===== src/rtl/hwlock_pkg.sv =====
package hwlock_pkg;
  typedef enum logic [1:0] {
    SEL_NONE = 2'd0,
    SEL_ID   = 2'd1,
    SEL_STAT = 2'd2,
    SEL_LOCK = 2'd3
  } sel_e;

  localparam int unsigned ID_OFS    = 32'h000;
  localparam int unsigned STAT_OFS  = 32'h010;
  localparam int unsigned LOCK_BASE = 32'h100;
  localparam int unsigned DATA_W    = 32;
endpackage


===== src/rtl/hwlock_arb.sv =====
module hwlock_arb #(
  parameter int unsigned N = 3,
  localparam int unsigned IDX_W = (N > 1) ? $clog2(N) : 1
) (
  input  logic [N-1:0]     valid_i,
  output logic [N-1:0]     grant_o,
  output logic [IDX_W-1:0] idx_o,
  output logic             any_o
);
  always_comb begin
    grant_o = '0;
    idx_o   = '0;
    any_o   = 1'b0;
    for (int i = 0; i < int'(N); i++) begin
      if (valid_i[i] && !any_o) begin
        grant_o[i] = 1'b1;
        idx_o      = IDX_W'(i);
        any_o      = 1'b1;
      end
    end
  end
endmodule


===== src/rtl/hwlock_decode.sv =====
module hwlock_decode
  import hwlock_pkg::*;
#(
  parameter int unsigned NUM_LOCKS = 32,
  parameter int unsigned ADDR_W    = 12,
  localparam int unsigned LIDX_W   = $clog2(NUM_LOCKS)
) (
  input  logic [ADDR_W-1:0] addr_i,
  output sel_e              sel_o,
  output logic [LIDX_W-1:0] idx_o
);
  localparam logic [ADDR_W:0] LOCK_LO = (ADDR_W+1)'(LOCK_BASE);
  localparam logic [ADDR_W:0] LOCK_HI = (ADDR_W+1)'(LOCK_BASE + 4 * NUM_LOCKS);

  logic [ADDR_W:0] addr_x;
  logic [ADDR_W:0] offs;

  assign addr_x = {1'b0, addr_i};
  assign offs   = addr_x - LOCK_LO;

  always_comb begin
    sel_o = SEL_NONE;
    idx_o = '0;
    if (addr_x == (ADDR_W+1)'(ID_OFS)) begin
      sel_o = SEL_ID;
    end else if (addr_x == (ADDR_W+1)'(STAT_OFS)) begin
      sel_o = SEL_STAT;
    end else if (addr_x >= LOCK_LO && addr_x < LOCK_HI && addr_i[1:0] == 2'b00) begin
      sel_o = SEL_LOCK;
      idx_o = offs[LIDX_W+1:2];
    end
  end
endmodule


===== src/rtl/hwlock_store.sv =====
module hwlock_store #(
  parameter int unsigned NUM_LOCKS = 32,
  localparam int unsigned LIDX_W   = $clog2(NUM_LOCKS)
) (
  input  logic                 clk_i,
  input  logic                 rst_ni,
  input  logic                 take_i,
  input  logic                 free_i,
  input  logic [LIDX_W-1:0]    idx_i,
  output logic [NUM_LOCKS-1:0] lock_q
);
  logic [NUM_LOCKS-1:0] set_vec;
  logic [NUM_LOCKS-1:0] clr_vec;

  for (genvar g = 0; g < NUM_LOCKS; g++) begin : g_lock
    assign set_vec[g] = take_i && (idx_i == LIDX_W'(g));
    assign clr_vec[g] = free_i && (idx_i == LIDX_W'(g));
  end

  always_ff @(posedge clk_i or negedge rst_ni) begin
    if (!rst_ni) lock_q <= '0;
    else         lock_q <= (lock_q | set_vec) & ~clr_vec;
  end
endmodule


===== src/rtl/hwlock_bank.sv =====
module hwlock_bank
  import hwlock_pkg::*;
#(
  parameter int unsigned NUM_PORTS = 3,
  parameter int unsigned NUM_LOCKS = 32,
  parameter int unsigned ADDR_W    = 12
) (
  input  logic                        clk_i,
  input  logic                        rst_ni,
  input  logic [NUM_PORTS-1:0]        req_valid_i,
  input  logic [NUM_PORTS-1:0]        req_write_i,
  input  logic [NUM_PORTS*ADDR_W-1:0] req_addr_i,
  input  logic [NUM_PORTS*DATA_W-1:0] req_wdata_i,
  output logic [NUM_PORTS-1:0]        req_ready_o,
  output logic [NUM_PORTS-1:0]        rsp_valid_o,
  output logic [NUM_PORTS*DATA_W-1:0] rsp_rdata_o
);
  localparam int unsigned LIDX_W   = $clog2(NUM_LOCKS);
  localparam int unsigned PIDX_W   = (NUM_PORTS > 1) ? $clog2(NUM_PORTS) : 1;
  localparam int unsigned CNT_CODE = LIDX_W - 5;

  logic [NUM_PORTS-1:0] grant;
  logic [PIDX_W-1:0]    gidx;
  logic                 any_gnt;
  logic [ADDR_W-1:0]    sel_addr;
  logic [DATA_W-1:0]    sel_wdata;
  logic                 sel_wr;
  sel_e                 sel;
  logic [LIDX_W-1:0]    lidx;
  logic                 take, free;
  logic [NUM_LOCKS-1:0] lock_state;
  logic [DATA_W-1:0]    rdata_d, rdata_q;
  logic [NUM_PORTS-1:0] rvalid_q;

  hwlock_arb #(.N(NUM_PORTS)) u_arb (
    .valid_i(req_valid_i),
    .grant_o(grant),
    .idx_o  (gidx),
    .any_o  (any_gnt)
  );

  assign req_ready_o = grant;
  assign sel_addr    = req_addr_i[gidx*ADDR_W +: ADDR_W];
  assign sel_wdata   = req_wdata_i[gidx*DATA_W +: DATA_W];
  assign sel_wr      = req_write_i[gidx];

  hwlock_decode #(.NUM_LOCKS(NUM_LOCKS), .ADDR_W(ADDR_W)) u_dec (
    .addr_i(sel_addr),
    .sel_o (sel),
    .idx_o (lidx)
  );

  // read is the test-and-set; only an all-zero write frees
  assign take = any_gnt && !sel_wr && (sel == SEL_LOCK);
  assign free = any_gnt &&  sel_wr && (sel == SEL_LOCK) && (sel_wdata == '0);

  hwlock_store #(.NUM_LOCKS(NUM_LOCKS)) u_store (
    .clk_i (clk_i),
    .rst_ni(rst_ni),
    .take_i(take),
    .free_i(free),
    .idx_i (lidx),
    .lock_q(lock_state)
  );

  always_comb begin
    rdata_d = '0;
    if (!sel_wr) begin
      unique case (sel)
        SEL_ID:   rdata_d = DATA_W'(CNT_CODE);
        SEL_STAT: rdata_d = lock_state[31:0];
        SEL_LOCK: rdata_d = DATA_W'(lock_state[lidx]);
        default:  rdata_d = '0;
      endcase
    end
  end

  always_ff @(posedge clk_i or negedge rst_ni) begin
    if (!rst_ni) begin
      rvalid_q <= '0;
      rdata_q  <= '0;
    end else begin
      rvalid_q <= grant;
      if (any_gnt) rdata_q <= rdata_d;
    end
  end

  assign rsp_valid_o = rvalid_q;
  for (genvar p = 0; p < NUM_PORTS; p++) begin : g_rsp
    assign rsp_rdata_o[p*DATA_W +: DATA_W] = rvalid_q[p] ? rdata_q : '0;
  end
endmodule


===== config.mk =====
export PLATFORM = sky130hd
export DESIGN_NAME = hwlock_bank
export DESIGN_NICKNAME = d
export VERILOG_FILES = /design/src/rtl/hwlock_pkg.sv /design/src/rtl/hwlock_arb.sv /design/src/rtl/hwlock_decode.sv /design/src/rtl/hwlock_store.sv /design/src/rtl/hwlock_bank.sv
export SDC_FILE = /design/constraint.sdc
export NUM_CORES = 1
export LEC_CHECK = 0
export BUFFER_PORTS_ARGS = -buffer_cell sky130_fd_sc_hd__clkbuf_2
export CAP_MARGIN = 20
export CORE_MARGIN = 8
export CORE_UTILIZATION = 30
export CTS_BUF_LIST = sky130_fd_sc_hd__clkbuf_4
export DETAILED_ROUTE_END_ITERATION = 6
export PLACE_DENSITY_LB_ADDON = 0.08
export SLEW_MARGIN = 10
export SYNTH_ARGS = -nofsm -noshare
export SYNTH_HDL_FRONTEND = slang
export SYNTH_SLANG_ARGS = --single-unit
export TNS_END_PERCENT = 5

===== constraint.sdc =====
create_clock -name clk_i -period 1.8 [get_ports clk_i]
set_clock_uncertainty 0.15 [all_clocks]
set_input_delay 0.18 -clock clk_i [delete_from_list [all_inputs] [get_ports clk_i]]
set_output_delay 0.18 -clock clk_i [all_outputs]
set_load 0.1 [all_outputs]

==> results of run 1 <==
## routing by layer
metal / part of all wire (%) / vias up / wire length [µm] / global-route usage, %
met5: 0 / - / 0 / 0
met4: 1.3 / 0 / 241 / 4.55
met3: 6.6 / 16 / 1190 / 5.61
met2: 52 / 174 / 9260 / 34.9
met1: 40 / 2303 / 7270 / 23.7
li1: - / 2287 / - / -
## cells in the mapped netlist, types with 2 or more instances
library cell	number	share of area [%]
a211o_1	2	0.42
a21o_1	4	0.72
a21oi_1	78	9.3
a21oi_2	2	0.42
a221o_1	2	0.48
a22o_1	31	6.5
a22oi_1	3	0.54
a311oi_1	2	0.42
and2_1	98	15
buf_1	2	0.18
buf_2	6	0.72
buf_4	7	1.3
buf_6	3	0.81
clkbuf_1	14	1.3
dfrtp_1	67	40
inv_1	6	0.54
mux2_2	3	0.81
mux2i_1	12	2.9
nand2_1	22	2.0
nand4_1	7	1.0
nor2_1	11	0.99
nor2_2	6	0.90
nor2b_1	2	0.30
nor3_1	7	0.84
nor4_1	29	4.3
nor4_2	2	0.60
nor4_4	5	2.5
o21ai_0	3	0.36
o21ai_1	2	0.24
o22ai_1	3	0.45
or3_4	2	0.54
## per-stage QoR
step                      cells  util (%)  setup WS [ns]  instance area, µm²  power, µW
after floorplan             457         -         -0.442                4340       1910
after global placement      924      56.4         -0.673                7770       2370
after detailed placement    924      56.4         -0.740                7770       2380
after CTS                   950      59.2         -0.208                8160       3590
after global routing        954      60.2         -0.295                8290       3740
final                       954      60.2         -0.204                8290       3580
## critical path, cell delays in order
cell,delay [ns]
buf_6,0.10
or3b_4,0.43
buf_6,0.15
a21oi_4,0.14
o2111ai_4,0.18
or3_4,0.51
nor4_4,0.23
a21oi_1,0.11
a21oi_1,0.13
## state kept, by name, summed over array words and instances (netlist names)
register	flops
rdata_q	32
u_store.lock_q	32
rsp_valid_o	3
## path summary, 6_finish.rpt
check / from / end / slack, ns / depth (start not counted)
worst min-delay path: rst_ni / rdata_q[29] / 0.17 / 3
worst max register to register: u_store.lock_q[7] / rdata_q[0] / 0.05 / 6
min in group clk_i: req_valid_i[1] / rsp_valid_o[1] / 0.17 / 5
worst max-delay path: req_valid_i[0] / u_store.lock_q[13] / -0.20 / 9
worst min register to register: u_store.lock_q[15] / rdata_q[15] / 0.40 / 1
max in group asynchronous: rst_ni / u_store.lock_q[26] / 1.02 / 3
## timing repair
action / 4_1_cts / 5_1_grt
endpoints found under the hold margin: 68 / 0
pin swaps: 24 / 19
hold buffers: 2 / 0
setup buffers: 8 / 4
gates resized for setup: 28 / 27
endpoints found under the setup margin: 82 / 110
## layout make-up
cell class	instances	share of cell area (%)
Inverter	6	0.362
Clock buffer	10	0.905
Sequential cell	67	20.2
Timing Repair Buffer	333	43.0
Multi-Input combinational cell	352	31.7
Tap cell	180	2.72
Clock inverter	6	1.09
## power by group through the flow
stage,clock network [µW],registers [µW],logic (µW)
floorplan,0,1610,304
global placement,0,1590,772
detailed placement,0,1600,781
CTS,1180,1570,834
global route,1250,1570,918
finish,1160,1570,849
## cell families after synthesis
kind of cell / share of synthesized area [%]
AO/OA/AOI/OAI: 21.5
buffers and inverters: 4.76
flip-flops: 40.1
multiplexers: 3.68
AND/OR/NAND/NOR: 30.0
==> impl_metrics.py, run 1 <==
metrics = {
    "power_and_ir_drop": {
        "ir_drop_v": 0.000255,
        "powerDensity_mw_per_mm2": 432,
        "power_frac_seq_pct": 43.8,
        "p_clk_share_pct": 32.5,
        "combPwrFrac_pct": 23.7,
        "p_leak_uw": 0.00385,
        "p_sw_uw": 1060,
        "switching_share_pct": 29.6,
        "intPower_uw": 2520,
    },
    "flow_run": {
        "max-cap-violations": 0,
    },
    "drt": {
        "totalWireLength_um": 18000,
        "route.detailed.wl_per_inst_um": 18.8,
        "vias_per_cell": 5.01,
        "dr_total_vias": 4780,
        "firstDrtPassIters": 4,
        "drt_drc_violations_left": 0,
        "ant_nets": 0,
        "drt_iter0_markers": 204,
    },
    "floorplan": {
        "fp.dieArea_mm2": 0.0180,
        "initial_core_util_pct": 30.4,
        "chipHeight_um": 134,
        "num_io_pins": 242,
        "num_rows": 43,
        "die_x_um": 134,
        "core_mm2": 0.0138,
    },
    "layout": {
        "final_nets": 909,
        "fill_cells": 1197,
        "layout-drive-gt1-share_pct": 63.4,
        "multi_input_area_mm2": 0.00263,
        "diodes": 0,
        "final_cell_mix": "137 x clkbuf_2, 108 x buf_12, 90 x and2_2",
        "area_growth_pct": 98.3,
        "ff_latch_area_mm2": 0.00168,
        "final_common_cell": "clkbuf_2",
    },
    "yosys": {
        "avgSynthCellArea_um2": 9.15,
        "netlist_area_mm2": 0.00418,
        "syn_nets": 597,
        "ys.flop_type": "dfrtp_1",
        "synth_cell_types": 45,
        "syn-instance-count": 457,
        "ys_async_sr_fraction_pct": 100,
        "synth_seq_area_share_pct": 40.1,
        "ys_ff_latch": 67,
        "synth_edf_count": 0,
        "yosys_warnings": 0,
    },
    "timing": {
        "finalCritPeriodShare_pct": 111,
        "worst_hold_slack_ns": 0.167,
        "fin_tns_setup_ns": -5.72,
        "slew_violations": 0,
        "timing.fmax_mhz": 499,
        "finalWorstSetupSlack_ns": -0.204,
        "slew_headroom_pct": 62.6,
        "min_period_ns": 2.00,
        "setup_viol": 60,
        "hold_viol_final": 0,
        "tightestPinTransition_ns": 0.564,
        "rsz0062_at_grt": "true",
    },
    "cts": {
        "htree_levels": 3,
        "clock_latency_ns": 0.41,
        "cts_tree": "done",
        "path_clk_slew_ns": 0.12,
        "cts-root-buf": "clkbuf_4",
        "max-clock-path-buffers": 2,
        "cts_buffers": 9,
        "cts.sinks": 67,
    },
    "grt": {
        "grt.total_usage_pct": 20.0,
        "grt_max_degree": 68,
        "grt_pass1_vias": 5222,
        "antenna_found_initial": 0,
        "grt_first_pass_wirelength_um": 28700,
        "grt_overflow": 0,
    },
    "worst_setup_path": {
        "critPathMaxFanout": 6,
        "required_ns": 1.97,
        "end_kind": "flop",
        "critPathArrivalTime_ns": 2.17,
        "worstSetupStartpointType": "input port",
        "path_class": "in2reg",
    },
    "placed_design": {
        "gp_congestion": 0.895,
        "dp_hpwl_um": 14600,
        "port_buffers": 241,
    },
    "status": {
        "outcome": "finished, violations left",
        "violations": "setup timing",
    },
    "min_path": {
        "hold_path_class": "in2async",
    },
}
Power figures use the tool's default switching activity.
==> inputs of run 2 (changes only) <==
SETUP_SLACK_MARGIN = 0.2   (was unset)
==> impl_metrics.py, run 2 (synthesis gave the netlist of run 1 again) <==
metrics = {
    "floorplan": {
        "core_mm2": 0.0138,
        "initial_core_util_pct": 30.4,
        "num_io_pins": 242,
        "num_rows": 43,
        "fp.dieArea_mm2": 0.0180,
        "chipHeight_um": 134,
        "die_x_um": 134,
    },
    "placed_design": {
        "dp_hpwl_um": 14600,
        "port_buffers": 241,
        "gp_congestion": 0.895,
        "placed_area_mm2": 0.00777,
    },
    "worst_setup_path": {
        "cpPeakStageDelay_ns": 0.50,
        "path_cells": "buf_6 > or3b_4 > buf_6 > a21oi_4 > o2111ai_4 > or3_4 > nor4_4 > buf_4 > a21oi_2",
        "critPathArrivalTime_ns": 2.18,
        "critPathMaxFanout": 6,
        "worstSetupStartpointType": "input port",
        "end_kind": "flop",
        "required_ns": 1.96,
        "r2r_cells": 6,
        "path_class": "in2reg",
        "path_common_cell": "buf_6",
        "r2r_setup_slack_ns": 0.07,
        "slowest_stage": "or3_4",
    },
    "drt": {
        "vias_per_cell": 4.98,
        "drt_drc_violations_left": 0,
        "drt_iter0_markers": 206,
        "totalWireLength_um": 18000,
        "firstDrtPassIters": 5,
        "ant_nets": 0,
        "route.detailed.wl_per_inst_um": 18.9,
        "dr_total_vias": 4752,
    },
    "timing": {
        "hold_viol_final": 0,
        "finalWorstSetupSlack_ns": -0.218,
        "slew_headroom_pct": 62.6,
        "timing.fmax_mhz": 496,
        "min_period_ns": 2.02,
        "finalCritPeriodShare_pct": 112,
        "setup_viol": 60,
        "rsz0062_at_grt": "true",
        "slew_violations": 0,
        "tightestPinTransition_ns": 0.564,
    },
    "cts": {
        "cts_buffers": 9,
        "cts-root-buf": "clkbuf_4",
        "cts.sinks": 67,
        "htree_levels": 3,
        "clock_latency_ns": 0.41,
        "max-clock-path-buffers": 2,
        "path_clk_slew_ns": 0.12,
        "cts_tree": "done",
    },
    "grt": {
        "grt_max_degree": 68,
        "grt_first_pass_wirelength_um": 28800,
        "grt_overflow": 0,
        "antenna_found_initial": 0,
        "grt_pass1_vias": 5225,
        "grt.total_usage_pct": 20.1,
    },
    "power_and_ir_drop": {
        "ir_drop_v": 0.000254,
        "powerDensity_mw_per_mm2": 427,
        "p_leak_uw": 0.00391,
    },
    "layout": {
        "multi_input_area_mm2": 0.00274,
        "ff_latch_area_mm2": 0.00168,
        "fin_area_mm2": 0.00845,
        "area_growth_pct": 102,
        "post-route-util_pct": 61.4,
        "layout-drive-gt1-share_pct": 64.7,
        "final_common_cell": "clkbuf_2",
        "final_cell_mix": "137 x clkbuf_2, 110 x buf_12, 68 x buf_4",
        "diodes": 0,
        "final_nets": 909,
        "fill_cells": 1170,
    },
    "status": {
        "outcome": "finished, violations left",
        "violations": "setup timing",
    },
    "min_path": {
        "hold_path_class": "in2async",
    },
    "flow_run": {
        "max-cap-violations": 0,
    },
}
==> run 2: cell counts in the layout (fill, tap and decap cells not counted) <==
Identical to the previous run, type by type.
==> run 2: path summary, 6_finish.rpt <==
check                                        start                  to
worst max-delay path                req_valid_i[0]  u_store.lock_q[25]
max in group asynchronous                   rst_ni  u_store.lock_q[26]
worst min-delay path                        rst_ni         rdata_q[29]
worst max register to register   u_store.lock_q[7]          rdata_q[0]
min in group clk_i                  req_valid_i[1]      rsp_valid_o[1]
worst min register to register  u_store.lock_q[15]         rdata_q[15]
==> run 2: repair_timing <==
action,in CTS,in global routing
endpoints found under the hold margin,68,0
pin swaps,44,24
setup buffers,8,4
resized for setup,94,34
hold buffers,2,0
endpoints found under the setup margin,163,163
==> run 2: per-layer routing <==
layer | vias up | wire, µm | GRT usage, %
li1 | 2296 | - | -
met1 | 2279 | 7360 | 23.8
met2 | 168 | 9350 | 35.5
met3 | 9 | 1150 | 5.57
met4 | 0 | 135 | 3.74
met5 | - | 0 | 0
==> run 2: layout make-up <==
cell class / count / area share [%]
repair buffers: 333 / 42.8
multi-input cells: 352 / 32.4
flip-flops and latches: 67 / 19.8
well taps: 180 / 2.67
clock inverters: 6 / 1.07
clock buffers: 10 / 0.888
inverters: 6 / 0.355
==> run 2: critical path, delay by kind of cell <==
kind	cells	cell delay, ns
compound gates	3	0.37
simple gates	3	1.17
buf+inv	3	0.44
==> run 2: per-stage QoR <==
step / hold WS, ns / std cells / total power, µW / setup WS [ns] / setup TNS, ns
floorplan: -0.266 / 457 / 1910 / -0.442 / -47.72
global placement: 0.0778 / 924 / 2370 / -0.673 / -37.35
detailed placement: 0.0822 / 924 / 2380 / -0.740 / -40.90
CTS: 0.169 / 950 / 3610 / -0.208 / -6.23
global route: 0.161 / 954 / 3770 / -0.287 / -9.78
finish: 0.163 / 954 / 3610 / -0.218 / -5.60
==> run 2: report_power, final <==
group / switching [µW] / internal [µW]
Combinational: 458 / 415
Clock: 582 / 581
Sequential: 32.1 / 1540
Total: 1070 / 2530
